--- src/rtl/pmc_capture.sv ---
module pmc_capture #(
  parameter int unsigned W = 16
) (
  input  logic         clk,
  input  logic         rst_n,
  input  logic [W-1:0] val_i,
  input  logic [W-1:0] oe_i,
  input  logic [W-1:0] pad_i,
  input  logic         mode_i,
  output logic [W-1:0] val_q,
  output logic [W-1:0] oe_q,
  output logic [W-1:0] pad_q,
  output logic         blank_q
);
  logic mode_q;

  // All three vectors are captured at the same edge so that they stay aligned.
  always_ff @(posedge clk or negedge rst_n) begin
    if (!rst_n) begin
      val_q   <= '0;
      oe_q    <= '0;
      pad_q   <= '0;
      mode_q  <= 1'b0;
      blank_q <= 1'b0;
    end else begin
      val_q   <= val_i;
      oe_q    <= oe_i;
      pad_q   <= pad_i;
      blank_q <= (mode_i != mode_q);
      mode_q  <= mode_i;
    end
  end
endmodule

--- config.mk ---
export PLATFORM = sky130hd
export DESIGN_NAME = pmc_capture
export DESIGN_NICKNAME = d
export VERILOG_FILES = /design/src/rtl/pmc_capture.sv
export SDC_FILE = /design/constraint.sdc
export NUM_CORES = 1
export LEC_CHECK = 0
export ABC_CLOCK_PERIOD_IN_PS = 2000
export BUFFER_PORTS_ARGS = -buffer_cell sky130_fd_sc_hd__buf_2
export CORE_ASPECT_RATIO = 1.2
export CORE_MARGIN = 2
export CORE_UTILIZATION = 42
export CTS_BUF_LIST = sky130_fd_sc_hd__clkbuf_4 sky130_fd_sc_hd__clkbuf_8
export DETAILED_ROUTE_END_ITERATION = 10
export PLACE_DENSITY_LB_ADDON = 0.1
export SYNTH_ARGS = -nofsm -noshare
export SYNTH_HDL_FRONTEND = slang
export SYNTH_SLANG_ARGS = --single-unit
--- constraint.sdc ---
create_clock -name clk -period 2 [get_ports clk]
set_clock_uncertainty 0.15 [all_clocks]
set_input_delay 0.4 -clock clk [delete_from_list [all_inputs] [get_ports clk]]
set_output_delay 0.4 -clock clk [all_outputs]
set_load 0.02 [all_outputs]
Word level (Yosys, flattened, before mapping)
Cells that the tools add are included.
{ "word_totals": {"reg_bits": 50, "inputBits": 51} }
{ "classes": {"n_eq_ne": 1} }
{ "op_table": {"columns": ["operator", "count"], "rows": [
  ["$ne A1 B1 Y1", 1]
]} }

Depth between registers and ports, before layout
Gate-level depths: netlist (run 1).
{ "depth": {"depth_word": 1, "ltp_mapped": 1, "mapped_depth_nobuf": 1} }

Least setup slack after synthesis (run 1)
No wires, ideal clock.
{ "synth_path": {"path_type": "register to output", "from": "reg blank_q", "to": "out blank_q", "slack_ps": 1034, "n_path_buf": 0, "stages_incl_launch_ff": 1, "t_arrival_ps": 416, "cell_sequence": "dfrtp_1"} }
{ "synth_lines": {"columns": ["element", "line", "source"], "rows": [
  ["start: declaration", "13", "output logic blank_q"],
  ["start signal: assignment", "29", "blank_q <= (mode_i != mode_q);"]
]} }
No word-level cell between the ends.

Worst setup path in the final report (run 1)
{ "layout_path": {"from": "reg blank_q", "to": "out blank_q"} }
No word-level cell between the ends.

==> results_dict.tcl, run 1 <==
set metrics [dict create \
    p_seq_share_pct 59.2 \
    count_of_h_tree_levels_built_during_cts 2 \
    grt_first_pass_wirelength_mm 4.75 \
    power_share_of_the_clock_group_pct 25.8 \
    die_outline_area_um2 3460 \
    cts_num_sinks 50 \
    cts_max_path_buffers 2 \
    gr-usage-met1_pct 19.1 \
    routability_congestion 0.728 \
    status "finished clean" \
    tritoncts "done" \
    worstSetupStartpointType "flop" \
    rsz0062_at_grt "no" \
    cts_root_buffer "clkbuf_4" \
    cell_leakage_power_uw 0.00123 \
    dr_total_vias 1012 \
    layout.nets 259 \
    first_pass_iteration_count_of_the_detailed_router 4 \
    antennaDiodeCount 0 \
    yosysWarningCount 0 \
    layout_worst_path_cycle_share_pct 75.2 \
    critical_path.n_buffers_inverters 1 \
    power.switching_uw 437 \
    power_dens_cells_nw_per_um2 764 \
    antenna_found_initial 0 \
    grt_busiest_layer "met2" \
    fp.coreArea_um2 2840 \
    first_global_vias 1047 \
    die_h_um 64 \
    fin_setup_tns_ns 0 \
    netlist_instances 51 \
    global_route.overflow_total 0 \
    cap_viol_max_count 0 \
    setup_violations 0 \
    global_route.usage.met3_pct 5.37 \
    critical_path.slowest_cell "dfrtp_1" \
    layout_commonest_cell "buf_2" \
    placementRows 21 \
    worst_hold_path_type "reg2reg" \
    total_routing_usage_gr_pct 20.2 \
    clock_insertion_delay_worst_skew_ns 0.35 \
    numCtsBuffers 5 \
    ctsResizeCount 0 \
    numPortBuffers 99 \
    crit_path_max_incr_delay_ns 0.43 \
    areaGrowthSynthToFinish_pct 89.1 \
    fillers 152 \
    grt_start_max_net_pins 27 \
    timing.critical_path.cells "buf_2" \
    final_antenna_net_count 0 \
    total_length_of_routed_wires_mm 3.54 \
    gr-usage-met2_pct 38.0 \
    power_report.internal_total_uw 1380 \
    vdd_ir_drop_max_mv 0.726 \
    dp.cells 185 \
    die_x_um 54 \
    timing.max_slew.rel_slack_pct 62.8 \
    critical_path_required_ns 1.45 \
    path_max_fanout 1 \
    layoutNonFillerInstCount 243 \
    type_of_the_worst_setup_path "reg2out" \
    fmaxAchievable_ghz 0.665 \
    postSynthNetCount 102 \
    layout.cells.most_common_list "buf_2, dfrtp_1, dlygate4sd3_1, clkbuf_4" \
    ys_ff_latch 50 \
    finalCriticalPeriod_ns 1.50 \
    synth_area_um2 1260 \
    tightestPinTransition_ns 0.558 \
    vias_per_cell 4.16 \
    clkSlewWorstSetupHoldPaths_ns 0.14 \
    dr.first_iter.drc_count 21 \
    cp_top_family "flip-flops" \
    initial_utilization_pct 44.4 \
    ioPinCount 100 \
    combPwrFrac_pct 15.1 \
    worst_ep_arrival_time_ns 0.95 \
    synth_top_cells_by_area "dfrtp_1, xor2_1" \
    route.detailed.wl_per_inst_um 14.5 \
    report.final.slew_viol_count 0 \
    synthDistinctLibCells 2 \
    synth.yosys.seq_area_share_pct 99.3 \
    timing.critical_path.to_type "output pin" \
    netlist.area_leader.share_pct 99.3 \
    sw_frac_of_total_pct 24.0 \
    hold_viol 0 \
    remaining_drc_errors 0 \
    synthDominantAreaCellType "dfrtp_1" \
    post_synth.cell_area_avg_um2 24.7 \
    share_of_post_route_cells_with_drive_strength_above_1_pct 51.7 \
]
-- power by group through the flow --
| stage | logic (uW) | clock network (uW) | registers, uW |
|---|---|---|---|
| after global placement | 191 | 0 | 1090 |
| final | 274 | 469 | 1080 |
| after global routing | 295 | 539 | 1080 |
| after detailed placement | 195 | 0 | 1090 |
| after floorplan | 1.14 | 0 | 1170 |
| after CTS | 268 | 476 | 1070 |
-- per-stage QoR --
stage	instance area [um^2]	total power, uW	hold WS, ns	setup WS, ns	utilization (%)
2_1_floorplan	1260	1170	-0.0456	1.03	-
3_3_place_gp	1820	1280	0.250	0.930	64.1
3_5_place_dp	1820	1290	0.270	0.884	64.1
4_1_cts	2370	1820	0.0138	0.528	83.6
5_1_grt	2380	1920	0.375	0.451	84.0
6_report	2380	1820	0.332	0.497	84.0
-- repair_timing --
item / CTS / global route
buffers inserted: 0 / 0
hold endpoints to repair: 72 / 1
hold buffers: 49 / 1
-- kinds of logic (layout without fill, tap and decap cells) --
family | after synthesis | count (layout) | share of synthesized area, %
xor+xnor | 1 | 1 | 0.695
buf+inv | 0 | 158 | 0
flops | 50 | 50 | 99.3
-- cell usage after synthesis --
master / number
dfrtp_1: 50
xor2_1: 1
-- final cells by class --
class                   count  area (um^2)  area share, %
clock buffers               7         58.8           2.47
multi-input cells           1         8.76          0.368
clock inverters             1         5.00          0.210
flip-flops and latches     50         1250           52.5
well taps                  34         42.5           1.79
repair buffers            150         1020           42.6
-- flip-flops by register name, summed over array words and instances, names as in the netlist --
name / count
blank_q: 1
val_q: 16
mode_q: 1
pad_q: 16
oe_q: 16
-- path summary, 6_finish.rpt --
| path | startpoint | end | slack (ns) | depth (start not counted) |
|---|---|---|---|---|
| max | blank_q$_DFF_PN0_ | blank_q | 0.50 | 1 |
| min | mode_q$_DFF_PN0_ | blank_q$_DFF_PN0_ | 0.33 | 1 |
| max reg2reg | mode_q$_DFF_PN0_ | blank_q$_DFF_PN0_ | 1.14 | 1 |
| min reg2reg | mode_q$_DFF_PN0_ | blank_q$_DFF_PN0_ | 0.33 | 1 |
| max in group asynchronous | rst_n | pad_q[12]$_DFF_PN0_ | 0.77 | 3 |
| min in group asynchronous | rst_n | oe_q[3]$_DFF_PN0_ | 0.40 | 2 |
-- layer usage --
metal	routed length, um	share of wire, %	up-vias
met3	219	6.2	6
li1	-	-	467
met2	2070	59	62
met5	0	0	-
met4	32	0.91	0
met1	1210	34	477
Power figures use the tool's default switching activity.
==> run 2, diff against run 1 <==
--- a/config.mk
+++ b/config.mk
@@ -5,11 +5,12 @@
 export SDC_FILE = /design/constraint.sdc
 export NUM_CORES = 1
 export LEC_CHECK = 0
-export ABC_CLOCK_PERIOD_IN_PS = 2000
+export ABC_AREA = 1
+export ABC_CLOCK_PERIOD_IN_PS = 1310
 export BUFFER_PORTS_ARGS = -buffer_cell sky130_fd_sc_hd__buf_2
 export CORE_ASPECT_RATIO = 1.2
 export CORE_MARGIN = 2
-export CORE_UTILIZATION = 42
+export CORE_UTILIZATION = 36
 export CTS_BUF_LIST = sky130_fd_sc_hd__clkbuf_4 sky130_fd_sc_hd__clkbuf_8
 export DETAILED_ROUTE_END_ITERATION = 10
 export PLACE_DENSITY_LB_ADDON = 0.1
==> constraint.sdc (replaced) <==
create_clock -name clk -period 1.31 [get_ports clk]
set_clock_uncertainty 0.15 [all_clocks]
set_input_delay 0.262 -clock clk [delete_from_list [all_inputs] [get_ports clk]]
set_output_delay 0.262 -clock clk [all_outputs]
set_load 0.02 [all_outputs]
==> run 2 against run 1 <==
Hold slack lost 0.0076 ns. Global-route usage is 1.8 points lower. Synthesized area grew 0.79%. Worst setup slack lost 0.43 ns. Via count rose by 0.30%. Cell count increased by 2.5%. Clock power increased by 77%. Non-clock buffer count unchanged. Total power is 58% higher. Critical path depth unchanged. Die area grew 16%. Critical path type unchanged. Highest routed layer unchanged.
==> results_dict.tcl, run 2 <==
set metrics [dict create \
    status "finished clean" \
    numCtsBuffers 5 \
    antennaDiodeCount 0 \
    layout_commonest_cell "buf_2" \
    tritoncts "done" \
    rsz0062_at_grt "no" \
    ys_dominant_reg_cell "dfrtp_1" \
    tightestPinTransition_ns 0.251 \
    postSynthNetCount 106 \
    netlist.area_leader.share_pct 98.5 \
    timing.critical_path.to_type "output pin" \
    ys_ff_latch 50 \
    vias_per_cell 4.08 \
    final_critical_path_setup_slack_ns 0.0712 \
    synth.yosys.seq_area_share_pct 98.5 \
    initial_utilization_pct 37.7 \
    post_synth.cell_area_avg_um2 23.1 \
    total_length_of_routed_wires_mm 3.17 \
    critical_path.n_buffers_inverters 1 \
    grt_busiest_layer "met2" \
    yosysWarningCount 0 \
    fraction_of_synthesis_flops_using_an_asynchronous_set_or_reset_pin_pct 100 \
    setup_violations 0 \
    timing.critical_path.cells "buf_2" \
    synth_enable_flop_cells 0 \
    critical_path_required_ns 0.90 \
    cell_leakage_power_uw 0.00126 \
    die_h_um 69.1 \
    r2r_setup_slack_ns 0.54 \
    layout.cells.most_common_list "buf_2, dfrtp_1, dlygate4sd3_1, clkbuf_8, nand2_1" \
    routability_congestion 0.636 \
    first_pass_iteration_count_of_the_detailed_router 2 \
    finalCriticalPeriod_ns 1.24 \
    clkSlewWorstSetupHoldPaths_ns 0.08 \
    cap_viol_max_count 0 \
    report.final.slew_viol_count 0 \
    type_of_the_worst_setup_path "reg2out" \
    crit-reg2reg-capture "blank_q$_DFF_PN0_" \
    fp.coreArea_um2 3370 \
    place_worst_setup_slack_ns 0.389 \
    synth_area_um2 1270 \
    ioPinCount 100 \
    route.detailed.wl_per_inst_um 12.7 \
    total_routing_usage_gr_pct 18.4 \
    cts_root_buffer "clkbuf_8" \
    remaining_drc_errors 0 \
    netlist_instances 55 \
    first_global_vias 1216 \
    synthDominantAreaCellType "dfrtp_1" \
    path_max_fanout 1 \
    yosysMostFrequentCell "dfrtp_1" \
    antenna_found_initial 0 \
    largestRegisters "oe_q x16, pad_q x16, val_q x16" \
    final_antenna_net_count 0 \
    dr.first_iter.drc_count 10 \
    crit_path_max_incr_delay_ns 0.38 \
    worstRegToRegCells 2 \
    timing.max_slew.rel_slack_pct 83.3 \
    power_dens_cells_nw_per_um2 1190 \
    count_of_h_tree_levels_built_during_cts 2 \
    cts_num_sinks 50 \
    cp_top_family "flip-flops" \
    netlist_top_cells_count "dfrtp_1, nand2_1, inv_1" \
    gr-usage-met2_pct 33.3 \
    ctsResizeCount 0 \
    vdd_ir_drop_max_mv 0.893 \
    placementRows 23 \
    global_route.usage.met3_pct 7.88 \
    hold_viol 0 \
    areaGrowthSynthToFinish_pct 90.2 \
    final.hold.worst_slack_ns 0.324 \
    critical_path.reg2reg.startpoint "mode_q$_DFF_PN0_" \
    clock_insertion_delay_worst_skew_ns 0.28 \
    cts_max_path_buffers 2 \
    share_of_post_route_cells_with_drive_strength_above_1_pct 50.5 \
    layout.nets 263 \
    worst_hold_path_type "in2async" \
    grt_start_max_net_pins 51 \
    worst_ep_arrival_time_ns 0.83 \
    grt_first_pass_wirelength_mm 5.45 \
    layout_worst_path_cycle_share_pct 94.6 \
    global_route.overflow_total 0 \
    die_x_um 58.2 \
    finalPower_uw 2880 \
    worstSetupStartpointType "flop" \
    die_outline_area_um2 4020 \
    numPortBuffers 99 \
    synth_top_cells_by_area "dfrtp_1, nand2_1, inv_1" \
    synthDistinctLibCells 3 \
    dr_total_vias 1015 \
    fmaxAchievable_ghz 0.807 \
    critical_path.slowest_cell "dfrtp_1" \
    fin_setup_tns_ns 0 \
    gr-usage-met1_pct 17.6 \
]
run 2: per-layer routing:
metal / share of wire [%] / up-vias / wire length [um]
li1: - / 477 / -
met1: 30 / 482 / 960
met2: 60 / 52 / 1910
met3: 8.0 / 4 / 255
met4: 1.3 / 0 / 42
met5: 0 / - / 0
run 2: kinds of logic after synthesis:
family | Yosys count | synth area share [%]
DFF | 50 | 98.5
and+or+nand+nor | 3 | 0.887
buffers and inverters | 2 | 0.591
run 2: final cells by class:
class	instances	area [um^2]
inverter	2	7.51
tap	37	46.3
clock buffer	7	83.8
fill	230	951
multi-input combinational	3	11.3
timing repair buffer	150	1020
sequential	50	1250
run 2: power by group:
part / switching, uW / leakage, uW / internal (uW)
Clock: 422 / 0.0000452 / 409
Sequential: 18.0 / 0.000583 / 1620
Combinational: 203 / 0.000627 / 209
Total: 644 / 0.00126 / 2240
run 2: worst max-delay path by stage:
| stage | start | endpoint | cells after the start |
|---|---|---|---|
| 2_1_floorplan | blank_q$_DFF_PN0_ | blank_q | 0 |
| 3_3_place_gp | val_q[12]$_DFF_PN0_ | val_q[12] | 1 |
| 4_1_cts | pad_q[10]$_DFF_PN0_ | pad_q[10] | 1 |
| 3_5_place_dp | pad_q[10]$_DFF_PN0_ | pad_q[10] | 1 |
| 5_1_grt | val_q[11]$_DFF_PN0_ | val_q[11] | 1 |
| 6_report | val_q[11]$_DFF_PN0_ | val_q[11] | 1 |
run 2: repair_timing:
item	in CTS	in global routing
endpoints found under the hold margin	99	0
hold buffers	50	0
buffers inserted	0	0
run 2: per-stage QoR:
stage / area (um^2) / util [%] / cells
after floorplan: 1270 / - / 55
after global placement: 1830 / 54.4 / 192
after detailed placement: 1830 / 54.4 / 192
after CTS: 2420 / 71.8 / 249
after global routing: 2420 / 71.8 / 249
final: 2420 / 71.8 / 249
